===== config.mk =====
export PLATFORM = sky130hd
export DESIGN_NAME = ctlreg_i2c_master
export DESIGN_NICKNAME = d
export VERILOG_FILES = /design/src/rtl/cim_pkg.sv /design/src/rtl/cim_regfile.sv /design/src/rtl/cim_pace.sv /design/src/rtl/cim_engine.sv /design/src/rtl/ctlreg_i2c_master.sv
export SDC_FILE = /design/constraint.sdc
export NUM_CORES = 1
export LEC_CHECK = 0
export BUFFER_PORTS_ARGS = -buffer_cell sky130_fd_sc_hd__buf_4
export CAP_MARGIN = 0
export CORE_MARGIN = 2
export CORE_UTILIZATION = 65
export CTS_CLUSTER_DIAMETER = 60
export DETAILED_ROUTE_END_ITERATION = 8
export PLACE_DENSITY = 0.9
export SLEW_MARGIN = 20
export SYNTH_ARGS = -nofsm -noshare
export SYNTH_HDL_FRONTEND = slang
export SYNTH_SLANG_ARGS = --single-unit
export TNS_END_PERCENT = 20

===== constraint.sdc =====
create_clock -name clk -period 7.5 [get_ports clk]
set_input_delay 1.5 -clock clk [delete_from_list [all_inputs] [get_ports clk]]
set_output_delay 1.5 -clock clk [all_outputs]
set_load 0.01 [all_outputs]

===== src/rtl/cim_pkg.sv =====
package cim_pkg;
  localparam int BYTE_W = 8;
  localparam int NIB_W  = 4;

  localparam logic [NIB_W-1:0] PRE_START = 4'b0110;
  localparam logic [NIB_W-1:0] PRE_STOP  = 4'b0001;
  localparam logic [NIB_W-1:0] PRE_PLAIN = 4'b0000;
  localparam logic [NIB_W-1:0] POST_NACK_STOP = 4'b1001;

  typedef enum logic [2:0] {
    E_IDLE,
    E_LOAD,
    E_COND,
    E_BIT,
    E_NEXT
  } eng_st_e;
endpackage


===== src/rtl/cim_regfile.sv =====
module cim_regfile #(
  parameter int NSLOT = 3,
  parameter int AW    = $clog2(2 * NSLOT),
  parameter int SW    = (NSLOT > 1) ? $clog2(NSLOT) : 1
) (
  input  logic          clk,
  input  logic          rst,
  input  logic          h_we,
  input  logic [AW-1:0] h_addr,
  input  logic [7:0]    h_wdata,
  input  logic          e_we,
  input  logic [AW-1:0] e_addr,
  input  logic [7:0]    e_wdata,
  input  logic [AW-1:0] r_addr,
  output logic [7:0]    r_data,
  input  logic [SW-1:0] s_idx,
  output logic [7:0]    s_ctrl,
  output logic [7:0]    s_data
);
  localparam int NB = 2 * NSLOT;

  logic [7:0] mem [NB];

  always_ff @(posedge clk) begin
    if (rst) begin
      for (int i = 0; i < NB; i++) mem[i] <= '0;
      r_data <= '0;
    end else begin
      if (e_we) begin
        if (int'(e_addr) < NB) mem[e_addr] <= e_wdata;
      end else if (h_we) begin
        if (int'(h_addr) < NB) mem[h_addr] <= h_wdata;
      end
      r_data <= (int'(r_addr) < NB) ? mem[r_addr] : '0;
    end
  end

  assign s_ctrl = mem[{s_idx, 1'b0}];
  assign s_data = mem[{s_idx, 1'b1}];


  wb_excl_chk: assert property (@(posedge clk) disable iff (rst)
    e_we |-> (int'(e_addr) < NB));
endmodule


===== src/rtl/cim_pace.sv =====
module cim_pace #(
  parameter int SYNC = 2
) (
  input  logic clk,
  input  logic rst,
  input  logic host_sck,
  input  logic sda_pad,
  output logic tick,
  output logic sda_s
);
  logic [SYNC-1:0] sck_sr;
  logic [SYNC-1:0] sda_sr;
  logic            sck_d;

  always_ff @(posedge clk) begin
    if (rst) begin
      sck_sr <= '0;
      sda_sr <= '1;
      sck_d  <= 1'b0;
      tick   <= 1'b0;
    end else begin
      sck_sr <= {sck_sr[SYNC-2:0], host_sck};
      sda_sr <= {sda_sr[SYNC-2:0], sda_pad};
      sck_d  <= sck_sr[SYNC-1];
      tick   <= sck_sr[SYNC-1] & ~sck_d;
    end
  end

  assign sda_s = sda_sr[SYNC-1];


  tick_pulse_chk: assert property (@(posedge clk) disable iff (rst)
    tick |=> !tick);
endmodule


===== src/rtl/cim_engine.sv =====
module cim_engine
  import cim_pkg::*;
#(
  parameter int NSLOT = 3,
  parameter int AW    = $clog2(2 * NSLOT),
  parameter int SW    = (NSLOT > 1) ? $clog2(NSLOT) : 1
) (
  input  logic          clk,
  input  logic          rst,
  input  logic          go,
  input  logic          tick,
  input  logic          sda_s,
  input  logic [7:0]    ctrl_byte,
  input  logic [7:0]    data_byte,
  output logic [SW-1:0] slot,
  output logic          scl_pull,
  output logic          sda_pull,
  output logic          busy,
  output logic          eng_we,
  output logic [AW-1:0] eng_addr,
  output logic [7:0]    eng_wdata
);
  localparam logic [3:0] LAST_BIT = 4'(BYTE_W);
  localparam logic [SW-1:0] LAST_SLOT = SW'(NSLOT - 1);

  eng_st_e    st;
  logic [1:0] step;
  logic [3:0] bitn;
  logic [7:0] shreg;
  logic [6:0] rxsh;
  logic [3:0] pre_c;
  logic [3:0] post_c;
  logic       cond_stop;

  always_ff @(posedge clk) begin
    if (rst) begin
      st        <= E_IDLE;
      slot      <= '0;
      step      <= '0;
      bitn      <= '0;
      shreg     <= '0;
      rxsh      <= '0;
      pre_c     <= '0;
      post_c    <= '0;
      cond_stop <= 1'b0;
      scl_pull  <= 1'b0;
      sda_pull  <= 1'b0;
      busy      <= 1'b0;
      eng_we    <= 1'b0;
      eng_addr  <= '0;
      eng_wdata <= '0;
    end else begin
      eng_we <= 1'b0;
      case (st)
        E_IDLE: begin
          if (go) begin
            st   <= E_LOAD;
            slot <= '0;
            busy <= 1'b1;
          end
        end
        E_LOAD: begin
          pre_c  <= ctrl_byte[7:4];
          post_c <= ctrl_byte[3:0];
          shreg  <= data_byte;
          step   <= '0;
          bitn   <= '0;
          case (ctrl_byte[7:4])
            PRE_START: begin st <= E_COND; cond_stop <= 1'b0; end
            PRE_STOP:  begin st <= E_COND; cond_stop <= 1'b1; end
            PRE_PLAIN: st <= E_BIT;
            default:   st <= E_NEXT;
          endcase
        end
        E_COND: begin
          if (tick) begin
            step <= step + 2'd1;
            case (step)
              2'd0: scl_pull <= 1'b1;
              2'd1: sda_pull <= cond_stop;
              2'd2: scl_pull <= 1'b0;
              default: begin
                sda_pull <= ~cond_stop;
                st       <= cond_stop ? E_NEXT : E_BIT;
              end
            endcase
          end
        end
        E_BIT: begin
          if (tick) begin
            step <= step + 2'd1;
            case (step)
              2'd0: scl_pull <= 1'b1;
              2'd1: sda_pull <= (bitn == LAST_BIT) ? ~post_c[3] : ~shreg[7];
              2'd2: scl_pull <= 1'b0;
              default: begin
                rxsh <= {rxsh[5:0], sda_s};
                bitn <= bitn + 4'd1;
                if (bitn < LAST_BIT) shreg <= {shreg[6:0], 1'b1};
                if (bitn == LAST_BIT - 4'd1) begin
                  eng_we    <= 1'b1;
                  eng_addr  <= {slot, 1'b1};
                  eng_wdata <= {rxsh, sda_s};
                end
                if (bitn == LAST_BIT) begin
                  eng_we    <= 1'b1;
                  eng_addr  <= {slot, 1'b0};
                  eng_wdata <= {pre_c, sda_s, post_c[2:0]};
                  if (post_c == POST_NACK_STOP) begin
                    st        <= E_COND;
                    cond_stop <= 1'b1;
                  end else begin
                    st <= E_NEXT;
                  end
                end
              end
            endcase
          end
        end
        E_NEXT: begin
          if (slot == LAST_SLOT) begin
            st   <= E_IDLE;
            busy <= 1'b0;
          end else begin
            slot <= slot + SW'(1);
            st   <= E_LOAD;
          end
        end
        default: st <= E_IDLE;
      endcase
    end
  end


  sda_hold_chk: assert property (@(posedge clk) disable iff (rst)
    ((sda_pull != $past(sda_pull)) && !$past(scl_pull))
      |-> $past(st == E_COND && step == 2'd3));


  step_on_tick_chk: assert property (@(posedge clk) disable iff (rst)
    !$past(tick) |-> (scl_pull == $past(scl_pull) && sda_pull == $past(sda_pull)));


  idle_quiet_chk: assert property (@(posedge clk) disable iff (rst)
    (!busy && !$past(busy)) |-> ($stable(scl_pull) && $stable(sda_pull)));


  bit_range_chk: assert property (@(posedge clk) disable iff (rst)
    (st == E_BIT) |-> (bitn <= LAST_BIT));


  wb_on_tick_chk: assert property (@(posedge clk) disable iff (rst)
    eng_we |-> $past(tick));
endmodule


===== src/rtl/ctlreg_i2c_master.sv =====
module ctlreg_i2c_master #(
  parameter int NSLOT = 3,
  parameter int SYNC  = 2,
  parameter int AW    = $clog2(2 * NSLOT)
) (
  input  logic          clk,
  input  logic          rst,
  input  logic          host_sck,
  input  logic          go,
  input  logic          cfg_we,
  input  logic [AW-1:0] cfg_addr,
  input  logic [7:0]    cfg_wdata,
  input  logic [AW-1:0] cfg_raddr,
  output logic [7:0]    cfg_rdata,
  input  logic          sda_in,
  output logic          scl_pull,
  output logic          sda_pull,
  output logic          busy
);
  localparam int SW = (NSLOT > 1) ? $clog2(NSLOT) : 1;

  logic          tick;
  logic          sda_s;
  logic [SW-1:0] slot;
  logic [7:0]    ctrl_byte;
  logic [7:0]    data_byte;
  logic          eng_we;
  logic [AW-1:0] eng_addr;
  logic [7:0]    eng_wdata;
  logic          host_we;

  assign host_we = cfg_we & ~busy;

  cim_pace #(.SYNC(SYNC)) u_pace (
    .clk      (clk),
    .rst      (rst),
    .host_sck (host_sck),
    .sda_pad  (sda_in),
    .tick     (tick),
    .sda_s    (sda_s)
  );

  cim_regfile #(.NSLOT(NSLOT), .AW(AW), .SW(SW)) u_mem (
    .clk     (clk),
    .rst     (rst),
    .h_we    (host_we),
    .h_addr  (cfg_addr),
    .h_wdata (cfg_wdata),
    .e_we    (eng_we),
    .e_addr  (eng_addr),
    .e_wdata (eng_wdata),
    .r_addr  (cfg_raddr),
    .r_data  (cfg_rdata),
    .s_idx   (slot),
    .s_ctrl  (ctrl_byte),
    .s_data  (data_byte)
  );

  cim_engine #(.NSLOT(NSLOT), .AW(AW), .SW(SW)) u_eng (
    .clk       (clk),
    .rst       (rst),
    .go        (go & ~busy),
    .tick      (tick),
    .sda_s     (sda_s),
    .ctrl_byte (ctrl_byte),
    .data_byte (data_byte),
    .slot      (slot),
    .scl_pull  (scl_pull),
    .sda_pull  (sda_pull),
    .busy      (busy),
    .eng_we    (eng_we),
    .eng_addr  (eng_addr),
    .eng_wdata (eng_wdata)
  );
endmodule


==> results of run 1 <==
metal layers:
metal / up-vias / share of wire / GRT usage
li1: 1988 / - / -
met1: 2246 / 0.37 / 0.4262
met2: 338 / 0.48 / 0.5421
met3: 66 / 0.11 / 0.09929
met4: 0 / 0.044 / 0.1749
met5: - / 0 / 0
kinds of logic after synthesis:
group,after synthesis,share of synthesized area
AO/OA/AOI/OAI,101,0.1161
XOR/XNOR,3,0.004474
adder cells (fa/ha/maj),7,0.01491
buffers and inverters,48,0.03237
flip-flops,130,0.5521
multiplexers,43,0.1274
other,1,0.0006384
AND/OR/NAND/NOR,190,0.1521
registers in the layout, summed over array words and instances, names as in the netlist, named ones only:
signal,flops
u_eng.step,2
u_pace.sck_d,1
u_eng.eng_wdata,8
u_pace.sda_sr,2
u_eng.post_c,4
u_eng.pre_c,4
u_eng.rxsh,7
u_eng.sda_pull,1
u_eng.busy,1
u_eng.slot,2
u_eng.cond_stop,1
u_eng.scl_pull,1
u_eng.shreg,8
u_pace.tick,1
u_eng.eng_addr,3
u_eng.eng_we,1
u_mem.mem,64
u_eng.st,3
u_pace.sck_sr,2
u_mem.r_data,8
u_eng.bitn,4
layout make-up:
type | count | area share
timing repair buffer | 33 | 0.03627
sequential | 130 | 0.4748
clock buffer | 17 | 0.06063
multi-input combinational | 360 | 0.3667
clock inverter | 15 | 0.03132
tap | 108 | 0.01978
inverter | 19 | 0.01044
cell usage in the layout (no fill, tap or decap), drive strengths merged, types with 3 or more instances in the layout:
master / n
a211oi: 17
a21oi: 33
a22oi: 17
a311oi: 9
a31oi: 4
and3b: 3
buf: 33
bufinv: 3
clkbuf: 17
clkinv: 3
conb: 16
dfxtp: 66
edfxtp: 64
ha: 7
inv: 27
mux2: 8
mux2i: 11
mux4: 24
nand2: 58
nand2b: 10
nand3: 6
nand3b: 4
nor2: 73
nor2b: 13
nor3: 4
nor3b: 3
nor4b: 4
o2111ai: 3
o21ai: 6
o21bai: 3
or2: 3
per-stage QoR:
| stage | total power [W] | util |
|---|---|---|
| global route | 0.001853 | 0.7794 |
| CTS | 0.001808 | 0.7786 |
| finish | 0.001815 | 0.7794 |
| detailed placement | 0.0009365 | 0.7069 |
| floorplan | 0.0008924 | - |
| global placement | 0.0009291 | 0.7069 |
worst min-delay path by stage:
stage,start,end,depth (start not counted)
detailed placement,u_pace.sck_d$_SDFF_PP0_,u_pace.tick$_SDFF_PP0_,1
CTS,u_pace.sck_d$_SDFF_PP0_,u_pace.tick$_SDFF_PP0_,1
global route,u_pace.sck_d$_SDFF_PP0_,u_pace.tick$_SDFF_PP0_,1
global placement,u_pace.sck_d$_SDFF_PP0_,u_pace.tick$_SDFF_PP0_,1
finish,u_pace.sck_d$_SDFF_PP0_,u_pace.tick$_SDFF_PP0_,1
floorplan,u_pace.sck_d$_SDFF_PP0_,u_pace.tick$_SDFF_PP0_,1
critical path: cells and delay by family:
| family | cells | cell delay (ns) |
|---|---|---|
| simple gates | 3 | 1.55 |
| compound gates | 1 | 0.44 |
| buf+inv | 1 | 0.33 |
power breakdown:
part / internal [W] / switching, W
registers: 0.000777 / 0.0000277
clock network: 0.000525 / 0.000357
logic: 0.0000536 / 0.0000741
total: 0.00136 / 0.000459
==> metrics.txt, run 1 <==
DRC viols=0; Fill cells=499; vias in the first global route=roughly 4600; Die Y=99.07 um; Placement Rows=34; GRT Resource Usage Total=0.3407; drt first pass iters=5; fin crit share=0.4836; library cells used by synthesis=50; Critical Path RT=between 7 and 8 ns; reg-to-reg critical path startpoint=u_eng.bitn[0]$_SDFFE_PP0P_; initial antenna violation count=0; synth cell count leaders=nor2_1, dfxtp_1, edfxtp_1; Clock Latency Late Sink=~0.53 ns; Remaining Overflow, GRT=0; Primary FF master, synth=dfxtp_1; ys async rst share=0; Detailed Route WL=between 15000 and 20000 um; post-synth top area share=0.3272; hold_buf cts=0; CTS Buf Count=17; P&R area growth vs syn=16.27%; r2r setup slk=4.78 ns; Nets=588; Rel. slew slack=0.3029; CP startpoint=rst; most frequent cell after synthesis=nor2_1; RSZ-0062 raised after global routing=false; VDD IR max=around 0.00019 V; largest net degree at the start of global routing=74; pwr dens=265.8 nW/um2; Multi-input gate area=2505 um2; mean number of vias per cell=a little under 7; number of flops mapped to enable cells by yosys=64; arrival time at the worst endpoint=3.82 ns; fin. max-slew vios=0; buffers added on ports=30; starting density of the core=0.6703; reg2reg end=u_eng.eng_wdata[5]$_SDFFE_PP0P_; largest cells by area after synthesis=edfxtp_1, dfxtp_1, mux4_2; syn_area_per_cell=about 11 um2; root buf cell=clkbuf_8; Hold WS=roughly 0.39 ns; HPWL Detailed=between 9000 and 10000 um; yosys warns=0; WS Path Type=in -> reg; Placed Cells=650; min Tclk post-route=roughly 3.6 ns; Crit. End Element=flop; Netlist Area Pre-Place=between 5000 and 6000 um2; Antenna Cells=0; worst r2r path cells=6; post-synthesis sequential area ratio=0.5521; Core Region=8763 um2; crit-path max FO=73; Startpoint Class=primary input; IO Count=31; max cap viols=0; DR vias=4638; # clock sinks=130; clk slew on worst S/H paths=0.07 ns; FF+latch area=3243 um2; crit path to=u_mem.mem[1][6]$_SDFFCE_PN0P_; Yosys reg bits=130; Final Skew=~0.0075 ns; CTS tree=done; Worst Hold Class=reg -> reg; Max clock buf depth=2; slowest CP cell=nor4b_1; first-pass GRT wire length=24810 um; Leakage Power=approximately 2.5 nW; Die ar.=roughly 9800 um2; Worst path max stage delay=roughly 0.65 ns; crit-path cells=buf_4, nor4b_1, and2_1, o2111ai_1, nand2b_1; Placer Congestion=0.8518; Post-CTS Setup Bufs=0; post-synthesis instance total=roughly 520; H-tree depth=4; Setup violations, final=0; run status=completed; largest area contributor in the netlist=edfxtp_1; worst slack, placed=approximately 3.5 ns; Final Non-Filler Cells=around 680; post-CTS sizing=0; Area after DPL=~6200 um2; width of the die=99.07 um; Final ANT Viol Nets=0; Worst Slack Setup Final=~3.9 ns; drt first-iter violations=506; Slew @ Worst Pin=1.046 ns; design area=between 6000 and 7000 um2; final setup TNS=0 ns; f_max=275.7 MHz; DR WL/cell=between 20 and 25 um; layout cells sized above 1=0.1777; Fin. Hold Viols=0
(Power assumes the default switching activity.)
==> run 2: changes to the inputs <==
Settings changed: CORE_UTILIZATION 65 to 55, PLACE_DENSITY 0.9 to 0.82.
Clock period 7.5 ns to 2.96 ns, I/O delays scaled along.
==> run 2 against run 1 <==
  * Setup slack got worse by 3.4 ns
  * Critical path depth down 1
  * Total power grew to 2.5 times the previous value
  * Hold slack worse by 0.12 ns
  * Global-route usage decreased by 7.5 points
  * Sequential power increased to 2.5 times the previous value
  * Via count fell by 5.9%
  * Design area is 2.0% higher
  * Sequential cell count stayed put
  * First-iteration DRC count down 36%
==> metrics.txt, run 2 (synthesized netlist as in run 1, its figures left out) <==
layout cells sized above 1=0.1925; fin crit share=0.8267; RSZ-0062 raised after global routing=false; Post-CTS Setup Bufs=0; width of the die=approximately 110 um; Max clock buf depth=2; Fin. Hold Viols=0; max cap viols=0; Remaining Overflow, GRT=0; drt first pass iters=5; final total power=between 0.004 and 0.005 W; CTS tree=done; CTS Buf Count=17; Nets=approximately 600; reg2reg end=u_mem.mem[0][3]$_SDFFCE_PN0P_; Detailed Route WL=14360 um; mean number of vias per cell=just over 6; Placement Rows=37; first-pass GRT wire length=about 23000 um; WHS Endpoint=u_pace.sda_sr[0]$_SDFF_PP1_; GRT Resource Usage Total=0.2661; Critical Path RT=~3.1 ns; HPWL Detailed=approximately 10000 um; Largest Register=u_mem.mem; DR vias=around 4400; starting density of the core=0.5665; largest net degree at the start of global routing=60; VDD IR max=0.0007795 V; final setup TNS=0 ns; Core Region=10370 um2; r2r setup slk=around 0.5 ns; # clock sinks=130; f_max=approximately 400 MHz; most frequent cells in the layout=nor2_1, dfxtp_1, edfxtp_1; worst hold start=sda_in; run status=completed; min Tclk post-route=between 2 and 2.5 ns; Clock Latency Late Sink=approximately 0.53 ns; Slew @ Worst Pin=0.6945 ns; vias in the first global route=4300; WS Path Type=reg -> reg; hold_buf cts=0; clk slew on worst S/H paths=roughly 0.06 ns; worst r2r path cells=4; Final ANT Viol Nets=0; crit-path max FO=9; Rel. slew slack=0.5353; DRC viols=0; IO Count=31; Placer Congestion=around 0.89; fin. max-slew vios=0; Cells on Worst Hold Path=2; initial antenna violation count=1; Largest register FFs=64; Setup violations, final=0; drt first-iter violations=325; Die Y=107.3 um; reg-to-reg critical path startpoint=u_eng.eng_we$_SDFF_PP0_; Die ar.=between 10000 and 15000 um2; H-tree depth=4; Leakage Power=approximately 2.6 nW; Final Skew=0.008123 ns; Antenna Cells=0; Crit. End Element=flop; buffers added on ports=30; DR WL/cell=19.86 um; Startpoint Class=flop; commonest non-fill, non-tap cell in the layout=nor2_1; post-CTS sizing=0; arrival time at the worst endpoint=~2.6 ns; Worst Hold Class=in -> reg; pwr dens=around 660 nW/um2; P&R area growth vs syn=18.64%; root buf cell=clkbuf_8
## run 2: cell count changes in the layout (fill, tap and decap cells not counted), sizes merged
cell | before | now
bufinv | 3 | 5
inv | 27 | 21
clkinv | 3 | 8
buf | 33 | 46
clkinvlp | 1 | 0
## run 2: area by class of cell
cell class	count	area [um2]
Clock buffer	17	414.1
Clock inverter	15	227.7
Fill cell	783	3401
Inverter	19	71.32
Multi-Input combinational cell	360	2497
Sequential cell	130	3243
Tap cell	136	170.2
Timing Repair Buffer	46	345.3
## run 2: worst max path at each step
stage,to,from,slack [ns],depth (start not counted)
floorplan,u_mem.mem[1][0]$_SDFFCE_PN0P_,rst,0.42,6
global placement,u_mem.mem[0][0]$_SDFFCE_PN0P_,cfg_addr[2],0.37,5
detailed placement,u_mem.mem[0][2]$_SDFFCE_PN0P_,cfg_addr[2],0.28,5
CTS,u_eng.st[0]$_SDFFE_PP0P_,flop,0.55,5
global route,u_mem.mem[0][2]$_SDFFCE_PN0P_,u_eng.eng_we$_SDFF_PP0_,0.34,4
finish,u_mem.mem[0][3]$_SDFFCE_PN0P_,u_eng.eng_we$_SDFF_PP0_,0.51,4
## run 2: critical path: stages (launching register included)
cell	delay, ns
dfxtp_1	0.36
or4b_2	0.64
a21oi_1	0.32
o211ai_1	0.35
nand2b_1	0.43
## run 2: routing by layer
layer	routed length, um	vias to the layer above	track usage
li1	-	2009	-
met3	935	30	0.06840
met1	5667	2155	0.3163
met2	7365	170	0.4593
met4	390	0	0.1117
met5	0	-	0
## run 2: per-stage QoR
stage / setup slack, ns / cell area [um2] / std cells / hold WS (ns) / utilization
CTS: 0.5463 / 6969 / 723 / 0.2460 / 0.6721
global placement: 0.3718 / 6327 / 691 / 0.3745 / 0.6102
floorplan: 0.4150 / 5931 / 538 / 0.3674 / -
global route: 0.3369 / 6969 / 723 / 0.2524 / 0.6721
detailed placement: 0.2776 / 6327 / 691 / 0.3781 / 0.6102
finish: 0.5128 / 6969 / 723 / 0.2650 / 0.6721
## run 2: where the power goes
| part | internal (W) | total [W] | switching, W |
|---|---|---|---|
| clock | 0.00146 | 0.00227 | 0.000807 |
| sequential | 0.00197 | 0.00203 | 0.0000582 |
| combinational | 0.000144 | 0.000324 | 0.000181 |
| total | 0.00357 | 0.00462 | 0.00105 |
==> run 3: changes to the inputs <==
Settings changed: CORE_UTILIZATION 55 to 61, PLACE_DENSITY 0.82 to 0.86.
Clock period 2.96 ns to 2.49 ns, I/O delays scaled along.
==> run 3 against run 2 <==
  * Total power rose by 18%
  * Clock-buffer cell count did not move
  * Register-to-register slack got worse by 0.31 ns
  * Die area fell by 9.5%
  * Core utilization rose by 8.8 points
  * Critical endpoint is now u_eng.cond_stop$_SDFFE_PP0P_
  * Largest power group unchanged
==> metrics.txt, run 3 (synthesized netlist as in run 1, its figures left out) <==
crit-path max FO=7; Remaining Overflow, GRT=0; Max clock buf depth=2; Startpoint Class=flop; Die ar.=between 10000 and 15000 um2; width of the die=approximately 100 um; WHS Endpoint=u_pace.sda_sr[0]$_SDFF_PP1_; GRT Resource Usage Total=0.3106; CTS Buf Count=17; Leakage Power=between 2 and 3 nW; worst hold start=sda_in; Placement Rows=35; Final ANT Viol Nets=0; r2r setup slk=0.21 ns; HPWL Detailed=9923 um; Die Y=~100 um; IO Count=31; Crit. End Element=flop; Cells on Worst Hold Path=2; Placer Congestion=0.9643; starting density of the core=0.6327; Rel. slew slack=0.5381; Largest register FFs=64; min Tclk post-route=2.282 ns; hold_buf cts=0; Critical Path RT=2.86 ns; commonest non-fill, non-tap cell in the layout=nor2_1; post-CTS sizing=0; WS Path Type=reg -> reg; root buf cell=clkbuf_8; first-pass GRT wire length=roughly 24000 um; Worst Hold Class=in -> reg; largest net degree at the start of global routing=roughly 70; VDD IR max=~0.00080 V; DR vias=4644; Detailed Route WL=approximately 15000 um; Clock Latency Late Sink=0.52 ns; DRC viols=0; pwr dens=between 700 and 800 nW/um2; Core Region=9284 um2; Antenna Cells=0; clk slew on worst S/H paths=0.07 ns; final setup TNS=0 ns; Hold WS=0.1630 ns; P&R area growth vs syn=20.06%; Post-CTS Setup Bufs=0; layout cells sized above 1=0.2159; max cap viols=0; buffers added on ports=30; run status=completed; worst r2r path cells=5; Nets=roughly 620; reg2reg end=u_eng.cond_stop$_SDFFE_PP0P_; mean number of vias per cell=between 6 and 7; Setup violations, final=0; Largest Register=u_mem.mem; Slew @ Worst Pin=between 0.6 and 0.7 ns; fin crit share=0.9166; # clock sinks=130; fin. max-slew vios=0; RSZ-0062 raised after global routing=false; CTS tree=done; arrival time at the worst endpoint=2.65 ns; f_max=approximately 440 MHz; final total power=about 0.0055 W; most frequent cells in the layout=nor2_1, dfxtp_1, edfxtp_1; DR WL/cell=about 21 um; drt first-iter violations=480; Final Skew=between 0.009 and 0.01 ns; vias in the first global route=4555; initial antenna violation count=0; H-tree depth=4; Fin. Hold Viols=0; drt first pass iters=5
-- run 3: changes by cell type in the layout (fill, tap and decap cells not counted) --
cell	before	now
clkinv_4	5	2
buf_4	46	61
inv_8	0	5
clkinv_1	3	1
bufinv_16	5	3
inv_6	3	5
-- run 3: power breakdown --
group	switching (W)	internal (W)	total, W
combinational	0.000228	0.000178	0.000406
clock	0.00105	0.00158	0.00263
sequential	0.0000725	0.00234	0.00241
total	0.00135	0.00410	0.00545
-- run 3: how the worst max path moves through the flow --
stage / from / endpoint / cells after the start
floorplan: rst / u_mem.mem[1][0]$_SDFFCE_PN0P_ / 6
global placement: cfg_addr[2] / u_mem.mem[1][1]$_SDFFCE_PN0P_ / 5
detailed placement: cfg_addr[2] / u_mem.mem[0][1]$_SDFFCE_PN0P_ / 6
CTS: flop / u_eng.cond_stop$_SDFFE_PP0P_ / 5
global route: flop / u_eng.cond_stop$_SDFFE_PP0P_ / 5
finish: flop / u_eng.cond_stop$_SDFFE_PP0P_ / 5
-- run 3: layout make-up --
class                      count  area, um2
sequential                   130       3243
multi-input combinational    360       2497
fill                         554       2231
timing repair buffer          61      457.9
clock buffer                  17      414.1
clock inverter                15      207.7
tap                          129      161.4
inverter                      19      71.32
-- run 3: layer usage --
layer,up-vias,routed length [um],GRT usage
li1,2037,-,-
met1,2247,5619,0.3844
met2,307,7511,0.5192
met3,53,1382,0.07798
met4,0,601,0.1385
met5,-,0,0
-- run 3: worst max-delay path, cell delays in order, from the launching register on --
cell and delay (ns):
dfxtp_1 0.47, buf_4 0.26, mux4_2 0.61, or4bb_1 0.54, o2111ai_1 0.14, a211oi_1 0.10
-- run 3: through the flow --
| stage | setup WS [ns] | cells | utilization | area, um2 |
|---|---|---|---|---|
| floorplan | 0.03903 | 538 | - | 5931 |
| global placement | 0.1686 | 699 | 0.6927 | 6431 |
| detailed placement | 0.05408 | 699 | 0.6927 | 6431 |
| CTS | 0.2049 | 731 | 0.7597 | 7053 |
| global route | 0.06065 | 731 | 0.7597 | 7053 |
| finish | 0.2076 | 731 | 0.7597 | 7053 |
